## src/rtl/tick_timer_pkg.sv

```systemverilog
package tick_timer_pkg;
    // register layout: prescaler pair, then per-timer triples, then watchdog pair
    localparam int unsigned REG_PRE_CNT = 0;
    localparam int unsigned REG_PRE_RLD = 1;
    localparam int unsigned TMR_BASE    = 2;
    localparam int unsigned TMR_STRIDE  = 3;
    localparam int unsigned OFF_CNT     = 0;
    localparam int unsigned OFF_RLD     = 1;
    localparam int unsigned OFF_CTL     = 2;

    // control field positions
    localparam int unsigned CTL_EN   = 0;
    localparam int unsigned CTL_PER  = 1;
    localparam int unsigned CTL_LOAD = 2;

    function automatic int unsigned tmr_addr(int unsigned idx, int unsigned off);
        return TMR_BASE + TMR_STRIDE * idx + off;
    endfunction

    function automatic int unsigned wd_addr(int unsigned n_tmr, int unsigned off);
        return TMR_BASE + TMR_STRIDE * n_tmr + off;
    endfunction
endpackage

```

## src/rtl/tick_prescaler.sv

```systemverilog
module tick_prescaler #(
    parameter int PRE_W = 10
) (
    input  logic             clk,
    input  logic             rst_n,
    input  logic             wr_cnt,
    input  logic             wr_rld,
    input  logic [PRE_W-1:0] wdata,
    output logic [PRE_W-1:0] cnt,
    output logic [PRE_W-1:0] rld,
    output logic             tick
);
    localparam logic [PRE_W-1:0] ONE = PRE_W'(1);

    typedef struct packed {
        logic [PRE_W-1:0] cnt;
        logic [PRE_W-1:0] rld;
    } pre_st_t;

    pre_st_t st_d, st_q;

    always_comb begin
        st_d = st_q;
        if (wr_rld) begin
            st_d.rld = wdata;
        end
        if (wr_cnt) begin
            st_d.cnt = wdata;
        end else if (st_q.cnt == '0) begin
            st_d.cnt = st_q.rld;
        end else begin
            st_d.cnt = st_q.cnt - ONE;
        end
    end

    always_ff @(posedge clk) begin
        if (!rst_n) begin
            st_q <= '0;
        end else begin
            st_q <= st_d;
        end
    end

    assign cnt  = st_q.cnt;
    assign rld  = st_q.rld;
    assign tick = (st_q.cnt == '0);
endmodule

```

## src/rtl/tick_gp_timer.sv

```systemverilog
module tick_gp_timer #(
    parameter int CNT_W = 24
) (
    input  logic             clk,
    input  logic             rst_n,
    input  logic             tick,
    input  logic             wr_cnt,
    input  logic             wr_rld,
    input  logic             wr_ctl,
    input  logic [CNT_W-1:0] wdata,
    input  logic             ctl_en,
    input  logic             ctl_per,
    input  logic             ctl_load,
    output logic [CNT_W-1:0] cnt,
    output logic [CNT_W-1:0] rld,
    output logic             en,
    output logic             per,
    output logic             irq
);
    localparam logic [CNT_W-1:0] ONE = CNT_W'(1);

    typedef struct packed {
        logic [CNT_W-1:0] cnt;
        logic [CNT_W-1:0] rld;
        logic             en;
        logic             per;
        logic             irq;
    } tmr_st_t;

    tmr_st_t st_d, st_q;
    logic    underflow;

    always_comb begin
        st_d      = st_q;
        st_d.irq  = 1'b0;
        underflow = tick && st_q.en && (st_q.cnt == '0);

        if (underflow) begin
            st_d.irq = 1'b1;
            if (st_q.per) begin
                st_d.cnt = st_q.rld;
            end else begin
                st_d.en = 1'b0;
            end
        end else if (tick && st_q.en) begin
            st_d.cnt = st_q.cnt - ONE;
        end

        // register writes take priority over counting
        if (wr_rld) begin
            st_d.rld = wdata;
        end
        if (wr_cnt) begin
            st_d.cnt = wdata;
        end
        if (wr_ctl) begin
            st_d.en  = ctl_en;
            st_d.per = ctl_per;
            if (ctl_load) begin
                st_d.cnt = st_q.rld;
            end
        end
    end

    always_ff @(posedge clk) begin
        if (!rst_n) begin
            st_q <= '0;
        end else begin
            st_q <= st_d;
        end
    end

    assign cnt = st_q.cnt;
    assign rld = st_q.rld;
    assign en  = st_q.en;
    assign per = st_q.per;
    assign irq = st_q.irq;
endmodule

```

## src/rtl/tick_watchdog.sv

```systemverilog
module tick_watchdog #(
    parameter int               CNT_W  = 24,
    parameter logic [CNT_W-1:0] RST_VAL = '1
) (
    input  logic             clk,
    input  logic             rst_n,
    input  logic             tick,
    input  logic             wr_rld,
    input  logic [CNT_W-1:0] wdata,
    output logic [CNT_W-1:0] cnt,
    output logic [CNT_W-1:0] rld,
    output logic             expired_n
);
    localparam logic [CNT_W-1:0] ONE = CNT_W'(1);

    typedef struct packed {
        logic [CNT_W-1:0] cnt;
        logic [CNT_W-1:0] rld;
        logic             out_n;
    } wd_st_t;

    wd_st_t st_d, st_q;

    always_comb begin
        st_d = st_q;
        if (wr_rld) begin
            st_d.rld = wdata;
            st_d.cnt = wdata;
        end else if (tick && (st_q.cnt != '0)) begin
            st_d.cnt = st_q.cnt - ONE;
        end
        st_d.out_n = (st_d.cnt != '0);
    end

    always_ff @(posedge clk) begin
        if (!rst_n) begin
            st_q.cnt   <= RST_VAL;
            st_q.rld   <= RST_VAL;
            st_q.out_n <= (RST_VAL != '0);
        end else begin
            st_q <= st_d;
        end
    end

    assign cnt       = st_q.cnt;
    assign rld       = st_q.rld;
    assign expired_n = st_q.out_n;
endmodule

```

## src/rtl/tick_timer_unit.sv

```systemverilog
module tick_timer_unit
    import tick_timer_pkg::*;
#(
    parameter int               DATA_W = 32,
    parameter int               PRE_W  = 10,
    parameter int               CNT_W  = 24,
    parameter int               N_TMR  = 2,
    parameter logic [CNT_W-1:0] WD_RST = '1,
    localparam int              N_REGS = TMR_BASE + TMR_STRIDE * N_TMR + 2,
    localparam int              ADDR_W = $clog2(N_REGS)
) (
    input  logic              clk,
    input  logic              rst_n,
    input  logic              reg_we,
    input  logic [ADDR_W-1:0] reg_addr,
    input  logic [DATA_W-1:0] reg_wdata,
    output logic [DATA_W-1:0] reg_rdata,
    output logic [N_TMR-1:0]  tmr_irq,
    output logic              wdog_n
);
    localparam logic [ADDR_W-1:0] A_PRE_CNT = ADDR_W'(REG_PRE_CNT);
    localparam logic [ADDR_W-1:0] A_PRE_RLD = ADDR_W'(REG_PRE_RLD);
    localparam logic [ADDR_W-1:0] A_WD_CNT  = ADDR_W'(wd_addr(N_TMR, 0));
    localparam logic [ADDR_W-1:0] A_WD_RLD  = ADDR_W'(wd_addr(N_TMR, 1));

    logic                        presc_tick;
    logic [PRE_W-1:0]            pre_cnt, pre_rld;
    logic [N_TMR-1:0][CNT_W-1:0] tmr_cnt, tmr_rld;
    logic [N_TMR-1:0]            tmr_en, tmr_per;
    logic [CNT_W-1:0]            wd_cnt, wd_rld;

    logic             wr_pre_cnt, wr_pre_rld, wr_wd_rld;
    logic [N_TMR-1:0] wr_t_cnt, wr_t_rld, wr_t_ctl;

    logic unused_wdata_hi;
    assign unused_wdata_hi = ^reg_wdata[DATA_W-1:CNT_W];

    // write decode
    always_comb begin
        wr_pre_cnt = reg_we && (reg_addr == A_PRE_CNT);
        wr_pre_rld = reg_we && (reg_addr == A_PRE_RLD);
        wr_wd_rld  = reg_we && (reg_addr == A_WD_RLD);
        for (int i = 0; i < N_TMR; i++) begin
            wr_t_cnt[i] = reg_we && (reg_addr == ADDR_W'(tmr_addr(i, OFF_CNT)));
            wr_t_rld[i] = reg_we && (reg_addr == ADDR_W'(tmr_addr(i, OFF_RLD)));
            wr_t_ctl[i] = reg_we && (reg_addr == ADDR_W'(tmr_addr(i, OFF_CTL)));
        end
    end

    // read mux
    always_comb begin
        reg_rdata = '0;
        if (reg_addr == A_PRE_CNT) reg_rdata = DATA_W'(pre_cnt);
        if (reg_addr == A_PRE_RLD) reg_rdata = DATA_W'(pre_rld);
        if (reg_addr == A_WD_CNT)  reg_rdata = DATA_W'(wd_cnt);
        if (reg_addr == A_WD_RLD)  reg_rdata = DATA_W'(wd_rld);
        for (int i = 0; i < N_TMR; i++) begin
            if (reg_addr == ADDR_W'(tmr_addr(i, OFF_CNT))) reg_rdata = DATA_W'(tmr_cnt[i]);
            if (reg_addr == ADDR_W'(tmr_addr(i, OFF_RLD))) reg_rdata = DATA_W'(tmr_rld[i]);
            if (reg_addr == ADDR_W'(tmr_addr(i, OFF_CTL))) begin
                reg_rdata[CTL_EN]  = tmr_en[i];
                reg_rdata[CTL_PER] = tmr_per[i];
            end
        end
    end

    tick_prescaler #(.PRE_W(PRE_W)) u_presc (
        .clk    (clk),
        .rst_n  (rst_n),
        .wr_cnt (wr_pre_cnt),
        .wr_rld (wr_pre_rld),
        .wdata  (reg_wdata[PRE_W-1:0]),
        .cnt    (pre_cnt),
        .rld    (pre_rld),
        .tick   (presc_tick)
    );

    for (genvar g = 0; g < N_TMR; g++) begin : g_tmr
        tick_gp_timer #(.CNT_W(CNT_W)) u_tmr (
            .clk      (clk),
            .rst_n    (rst_n),
            .tick     (presc_tick),
            .wr_cnt   (wr_t_cnt[g]),
            .wr_rld   (wr_t_rld[g]),
            .wr_ctl   (wr_t_ctl[g]),
            .wdata    (reg_wdata[CNT_W-1:0]),
            .ctl_en   (reg_wdata[CTL_EN]),
            .ctl_per  (reg_wdata[CTL_PER]),
            .ctl_load (reg_wdata[CTL_LOAD]),
            .cnt      (tmr_cnt[g]),
            .rld      (tmr_rld[g]),
            .en       (tmr_en[g]),
            .per      (tmr_per[g]),
            .irq      (tmr_irq[g])
        );
    end

    tick_watchdog #(.CNT_W(CNT_W), .RST_VAL(WD_RST)) u_wd (
        .clk       (clk),
        .rst_n     (rst_n),
        .tick      (presc_tick),
        .wr_rld    (wr_wd_rld),
        .wdata     (reg_wdata[CNT_W-1:0]),
        .cnt       (wd_cnt),
        .rld       (wd_rld),
        .expired_n (wdog_n)
    );
endmodule

```

## config.mk

```make
export PLATFORM = sky130hd
export DESIGN_NAME = tick_timer_unit
export DESIGN_NICKNAME = d
export VERILOG_FILES = /design/src/rtl/tick_timer_pkg.sv /design/src/rtl/tick_prescaler.sv /design/src/rtl/tick_gp_timer.sv /design/src/rtl/tick_watchdog.sv /design/src/rtl/tick_timer_unit.sv
export SDC_FILE = /design/constraint.sdc
export NUM_CORES = 1
export LEC_CHECK = 0
export ABC_AREA = 0
export BUFFER_PORTS_ARGS = -buffer_cell sky130_fd_sc_hd__buf_4
export CAP_MARGIN = 10
export CORE_AREA = 2 2 134 136
export DETAILED_ROUTE_END_ITERATION = 16
export DIE_AREA = 0 0 136 138
export GPL_ROUTABILITY_DRIVEN = 0
export PLACE_DENSITY_LB_ADDON = 0.12
export SKIP_LAST_GASP = 1
export SYNTH_ARGS = -nofsm -noshare
export SYNTH_HDL_FRONTEND = slang
export SYNTH_SLANG_ARGS = --single-unit
```

## constraint.sdc

```tcl
create_clock -name clk -period 4.4 [get_ports clk]
set_clock_uncertainty 0.2 [all_clocks]
set_input_delay 0.44 -clock clk [delete_from_list [all_inputs] [get_ports clk]]
set_output_delay 0.44 -clock clk [all_outputs]
set_load 0.05 [all_outputs]
```

### After elaboration in Yosys (flattened, before gate mapping)

Cells that the tools add are included.

| operators by class | value |
|---|---|
| add/sub/neg operators | 4 |
| equal/unequal tests | 11 |
| multiplexer cells | 34 |
| reductions and logical operators | 24 |

Operators by type and width:

| kind | number |
|---|---|
| 24-bit 2-to-1 mux | 14 |
| 32-bit 2-to-1 mux | 7 |
| 24-bit by 1-bit subtractor with 24-bit output, second input constant | 3 |
| 24-bit zero test | 2 |
| 24-bit nonzero test | 2 |
| 10-bit 2-to-1 mux | 3 |
| 4-bit by 3-bit equality test with 1-bit output, second input constant | 4 |
| 1-bit logical AND | 14 |
| 10-bit zero test | 1 |
| 10-bit by 1-bit subtractor with 10-bit output, second input constant | 1 |
| 4-bit by 2-bit equality test with 1-bit output, second input constant | 2 |
| 4-bit equality test, second input constant | 2 |
| 2-bit 2-to-1 mux | 4 |
| 1-bit 2-to-1 mux | 6 |
| 4-bit by 1-bit equality test with 1-bit output, second input constant | 1 |
| 4-bit zero test | 1 |
| 2-bit by 1-bit != test with 1-bit output, second input constant | 2 |
| 2-bit AND reduction | 2 |
| 2-bit nonzero test | 2 |

| word-level totals | value |
|---|---|
| register bits after elaboration | 171 |
| input port bits | 39 |
| output and inout port bits | 35 |
| word-level logic and storage cells | 88 |

### Depth between registers and ports, before layout

| logic depth | value |
|---|---|
| word-level depth | 11 |
| gate-level depth with buffers | 11 |

### Hierarchy

A second synthesis with hierarchy kept.

| second synthesis, totals | value |
|---|---|
| cell total of the unflattened synthesis | 1,394 |
| area total of the unflattened synthesis | 11,278.3 um2 |

Modules (own cells, without submodules):

| module | instances | cells an instance | area each (um2) |
|---|---|---|---|
| tick_gp_timer at g_tmr[1].u_tmr | 1 | 361 | 2,971.6 |
| tick_gp_timer at g_tmr[0].u_tmr | 1 | 354 | 2,912.8 |
| tick_watchdog | 1 | 308 | 2,501.1 |
| tick_timer_unit | 1 | 262 | 1,853.0 |
| tick_prescaler | 1 | 109 | 1,039.7 |

### Worst setup path after synthesis

Ideal clock, no wire load.

| timing path | value |
|---|---|
| path kind | input port to output port |
| start point | in reg_addr[2] |
| end point | out reg_rdata[5] |
| arrival time | 2.752 ns |
| setup slack | 1.008 ns |
| stages | 7 |
| path buffers | 3 |
| path through | clkbuf_1 > nor2b_1 > clkbuf_1 > nand2_1 > or2_2 > clkbuf_1 > o21ai_0 |

| between the ends | value |
|---|---|
| longest elaborated chain between the ends | 9 |
| elaborated cells on any way between the ends | 16 |
| those cells by class | eq/ne (7); mux (8); reduce/logical (1) |

Ends and longest elaborated chain:

| what | RTL line | text |
|---|---|---|
| from (decl) | tick_timer_unit.sv:15 | `input logic [ADDR_W-1:0] reg_addr,` |
| 4-bit zero test | tick_timer_unit.sv:53 | `if (reg_addr == A_PRE_CNT) reg_rdata = DATA_W'(pre_cnt);` |
| 10-bit 2-to-1 mux | tick_timer_unit.sv:53 |  |
| 32-bit 2-to-1 mux | tick_timer_unit.sv:54 | `if (reg_addr == A_PRE_RLD) reg_rdata = DATA_W'(pre_rld);` |
| 32-bit 2-to-1 mux | tick_timer_unit.sv:55 | `if (reg_addr == A_WD_CNT) reg_rdata = DATA_W'(wd_cnt);` |
| 32-bit 2-to-1 mux | tick_timer_unit.sv:56 | `if (reg_addr == A_WD_RLD) reg_rdata = DATA_W'(wd_rld);` |
| 32-bit 2-to-1 mux | tick_timer_unit.sv:58 | `if (reg_addr == ADDR_W'(tmr_addr(i, OFF_CNT))) reg_rdata = DATA_W'(tmr_cnt[i]);` |
| 32-bit 2-to-1 mux | tick_timer_unit.sv:59 | `if (reg_addr == ADDR_W'(tmr_addr(i, OFF_RLD))) reg_rdata = DATA_W'(tmr_rld[i]);` |
| 32-bit 2-to-1 mux | tick_timer_unit.sv:58 |  |
| 32-bit 2-to-1 mux (*) | tick_timer_unit.sv:59 |  |
| to (decl) | tick_timer_unit.sv:17 | `output logic [DATA_W-1:0] reg_rdata,` |

Mark *: on every way between the ends. The rest lies on a longest branch, timed or not.

### Final worst setup path

| timing path | value |
|---|---|
| start point | reg u_presc.st_q (netlist bit u_presc.cnt[0]) |
| end point | reg u_wd.st_q (netlist bit u_wd.expired_n) |

| between the ends | value |
|---|---|
| longest elaborated chain between the ends | 5 |

Ends and longest elaborated chain:

| what | RTL line | text |
|---|---|---|
| from (decl) | tick_prescaler.sv:20 | `pre_st_t st_d, st_q;` |
| from (signal assigned) | tick_prescaler.sv:40 | `st_q <= st_d;` |
| 10-bit zero test | tick_prescaler.sv:46 | `assign tick = (st_q.cnt == '0);` |
| 1-bit logical AND | tick_watchdog.sv:29 | `end else if (tick && (st_q.cnt != '0)) begin` |
| 24-bit 2-to-1 mux | tick_watchdog.sv:29 |  |
| 24-bit 2-to-1 mux | tick_watchdog.sv:26 | `if (wr_rld) begin` |
| 24-bit nonzero test | tick_watchdog.sv:32 | `st_d.out_n = (st_d.cnt != '0);` |
| to (signal assigned) | tick_watchdog.sv:41 | `st_q <= st_d;` |
| to (decl) | tick_watchdog.sv:22 | `wd_st_t st_d, st_q;` |

Every way passes these cells.
A chain may end at the register's enable or synchronous reset.

==> results.tsv <==
stage	metric	value	unit
status	status	complete, no violations	
cells_and_area	final core occ	64.52	%
cts	worst skew pair latency	0.44	ns
power	peak supply drop	0.3615	mV
critical_path	Setup crit end kind	flip-flop	
critical_path	WP data arrival	3.83	ns
routing	detailed-router iteration count before antenna repair	12	
global_routing	first-pass GRT wire length	58830	um
synthesis	sequential area share after synthesis	33.20	%
synthesis	Synth Warn #	0	
placed_design	HPWL Detailed	26720	um
timing	fin crit share	84.34	%
synthesis	flops & latches, synth	171	
routing	average wire per standard cell	23.40	um
power	Leak Pwr	4.094	nW
routing	DRC	0	
timing	Slew headroom	23.34	%
cells_and_area	area growth from synthesis to layout	9.720	%
cts	cts hold-fix bufs	0	
cts	post-cts gate resize count	0	
critical_path	critical-path maximum fanout	8	
cts	Setup Fix Bufs, Post-CTS	0	
routing	vias	11360	
cts	Num CTS Buffers	17	
timing	Worst-Margin Slew	1.150	ns
routing	Via density	6.994	
global_routing	largest net degree at the start of global routing	49	
floorplan	Initial Util	58.81	%
critical_path	Worst Path Required	4.52	ns
floorplan	site row count	49	
floorplan	die width	136	um
run	Max Cap Viol	0	
synthesis	Cells after Synth	1398	
cts	Clock Sinks	171	
global_routing	grt ovf	0	
cts	TritonCTS clock tree	yes	
floorplan	Ports	74	
cells_and_area	Final Non-Filler Cells	1624	
routing	post-route antenna net violation count	0	
cts	Bufs on Longest Clock Path	2	
timing	Hold WS	0.1098	ns
timing	Slew Viols, Final	0	
floorplan	die extent in y	138	um
synthesis	dominant synthesized flop cell	dfxtp_1	
synthesis	Yosys top cell area share	33.20	%
timing	Fin. Hold Viols	0	
synthesis	Area contributors post-synth	dfxtp_1, nand2_1, a21oi_1	
synthesis	synth unique cells	85	
timing	Post-Route Setup TNS	0	ns
timing	RSZ-0062 raised after global routing	no	
cells_and_area	layout filler cell count	1631	
global_routing	initial antenna violation count	0	
power	pwr dens	369.8	nW/um^2
synthesis	EDFF count, synth	0	
global_routing	GRT Total Usage	40.27	%
synthesis	Yosys top cell by area	dfxtp_1	
timing	maximum clock rate	0.2695	GHz
power	total power	4.184	mW
placed_design	Port Buf Inserts	57	
routing	wirelength, routed	38010	um
cells_and_area	fraction of layout cells with a size suffix above 1	10.90	%
placed_design	Placed Instances	1592	
cts	htree depth	4	
timing	final setup vio count	0	
global_routing	vias in the first global route	10090	
critical_path	critical path type	reg2reg	
floorplan	die area	18770	um^2
floorplan	core area	17530	um^2
cells_and_area	ANT cells	0	
critical_path	CP Launch Type	flip-flop	
synthesis	mapped cell area	10310	um^2
cts	clk root buf	clkbuf_16	
routing	1st-iter DRT viols	1938	
cts	clock slew seen by the registers of the worst setup and hold paths	0.06	ns
timing	minimum clock period	3.711	ns
cells_and_area	final net count	1428	
synthesis	mean area per synthesized cell	7.376	um^2
min_path	Min-Delay Path Class	in2reg	
synthesis	Post-synth ARST share	0	%
[layout make-up]
type / count / area [um^2] / area share (%)
repair buffers: 90 / 675.6 / 5.972
flip-flops and latches: 171 / 3423 / 30.26
inverters: 21 / 78.83 / 0.6967
clock buffers: 23 / 478.0 / 4.225
well taps: 229 / 286.5 / 2.533
multi-input cells: 1081 / 6259 / 55.32
clock inverters: 9 / 112.6 / 0.9954
[sequential cells by signal, indices dropped and copies added (netlist names)]
register	count
u_presc.cnt	10
g_tmr.u_tmr.cnt	48
u_wd.expired_n	1
u_wd.rld	24
g_tmr.u_tmr.en	2
g_tmr.u_tmr.irq	2
u_presc.rld	10
g_tmr.u_tmr.per	2
g_tmr.u_tmr.rld	48
u_wd.cnt	24
[routing by layer]
metal | GRT usage, % | share of wire, % | wire length (um) | up-vias
met5 | 0 | 0 | 0 | -
met4 | 18.86 | 5.6 | 2118 | 0
met3 | 8.728 | 12 | 4687 | 142
met2 | 59.03 | 43 | 16350 | 809
met1 | 56.21 | 39 | 14850 | 5295
li1 | - | - | - | 5112
[per-stage QoR]
stage	setup WS (ns)	instance area (um^2)
after global routing	0.5496	11310
final	0.6889	11310
after floorplan	1.008	10340
after detailed placement	0.8235	10720
after global placement	0.8336	10720
after CTS	0.8428	11310
[placed cells by master, fill, tap and decap left out, types with 8 or more instances in the layout]
cell type,instances
a211oi_1,12
a21oi_1,135
a222oi_1,24
a22oi_1,41
a31oi_1,22
and2_1,11
and3_1,11
and4_1,9
buf_4,90
clkbuf_16,17
conb_1,8
dfxtp_1,171
inv_1,20
mux2i_1,16
nand2_1,205
nand3_1,43
nand4_1,22
nor2_1,137
nor3_1,35
nor4_1,30
o2111ai_1,10
o211ai_1,21
o21ai_0,102
o221ai_1,10
o31ai_1,9
or3_1,10
or4_1,9
xnor2_1,20
xor2_1,13
[cells by family (layout without fill, tap and decap cells)]
group | after synthesis | after routing | share of synthesized area, %
muxes | 16 | 16 | 1.553
DFF | 171 | 171 | 33.20
AOI/OAI and AO/OA | 435 | 435 | 26.98
and+or+nand+nor | 582 | 582 | 27.97
xor gates and xnor gates | 33 | 33 | 2.803
adders and majority gates | 7 | 7 | 0.8494
other | 1 | 8 | 0.03637
buffers and inverters | 153 | 143 | 6.613
[worst paths after layout]
check / from / slack [ns] / cells past startpoint / endpoint
max: u_presc.cnt[0] / 0.69 / 9 / u_wd.expired_n
min: reg_wdata[18] / 0.11 / 3 / g_tmr[1].u_tmr.rld[18]
max reg2reg: u_presc.cnt[0] / 0.69 / 9 / u_wd.expired_n
min reg2reg: u_wd.rld[10] / 0.25 / 2 / u_wd.rld[10]
[cells in the mapped netlist (all sizes together), types with 3 or more instances]
master   count
a21o         3
o2111ai     10
nand3       43
and3        12
o211ai      21
nand2      206
nand4b       3
nor2       137
nor2b        5
nor4b        8
inv         20
a211o        5
o221ai      10
o31ai        9
a22oi       41
xnor2       20
nand3b       5
o22ai        5
o31a         3
clkbuf     109
nand2b       6
a21oi      136
mux2i       16
a211oi      12
a221oi       3
dfxtp      171
nand4       23
a2111oi      4
and2        12
o21ai      104
ha           7
a31oi       22
or4         13
nor3        39
xor2        13
a222oi      24
and4         9
nor3b        4
or2          4
buf         23
or3         12
nor4        35
[where the power goes]
part	leakage (nW)	internal (mW)	switching [mW]	total (mW)
sequential	1.39	1.61	0.0985	1.71
combinational	2.43	0.322	0.621	0.942
clock	0.276	0.884	0.651	1.53
total	4.09	2.81	1.37	4.18
[worst max-delay path, cell delays in order, from the launching register on]
cell       delay, ns
dfxtp_1         0.35
inv_1           0.07
ha_1            0.20
nor4b_2         0.46
nand3_1         0.46
nor4_1          0.45
xnor2_1         0.24
o2111ai_1       0.17
or4_1           0.55
a2111o_1        0.44
No activity file was read; power rests on OpenSTA's default activity.
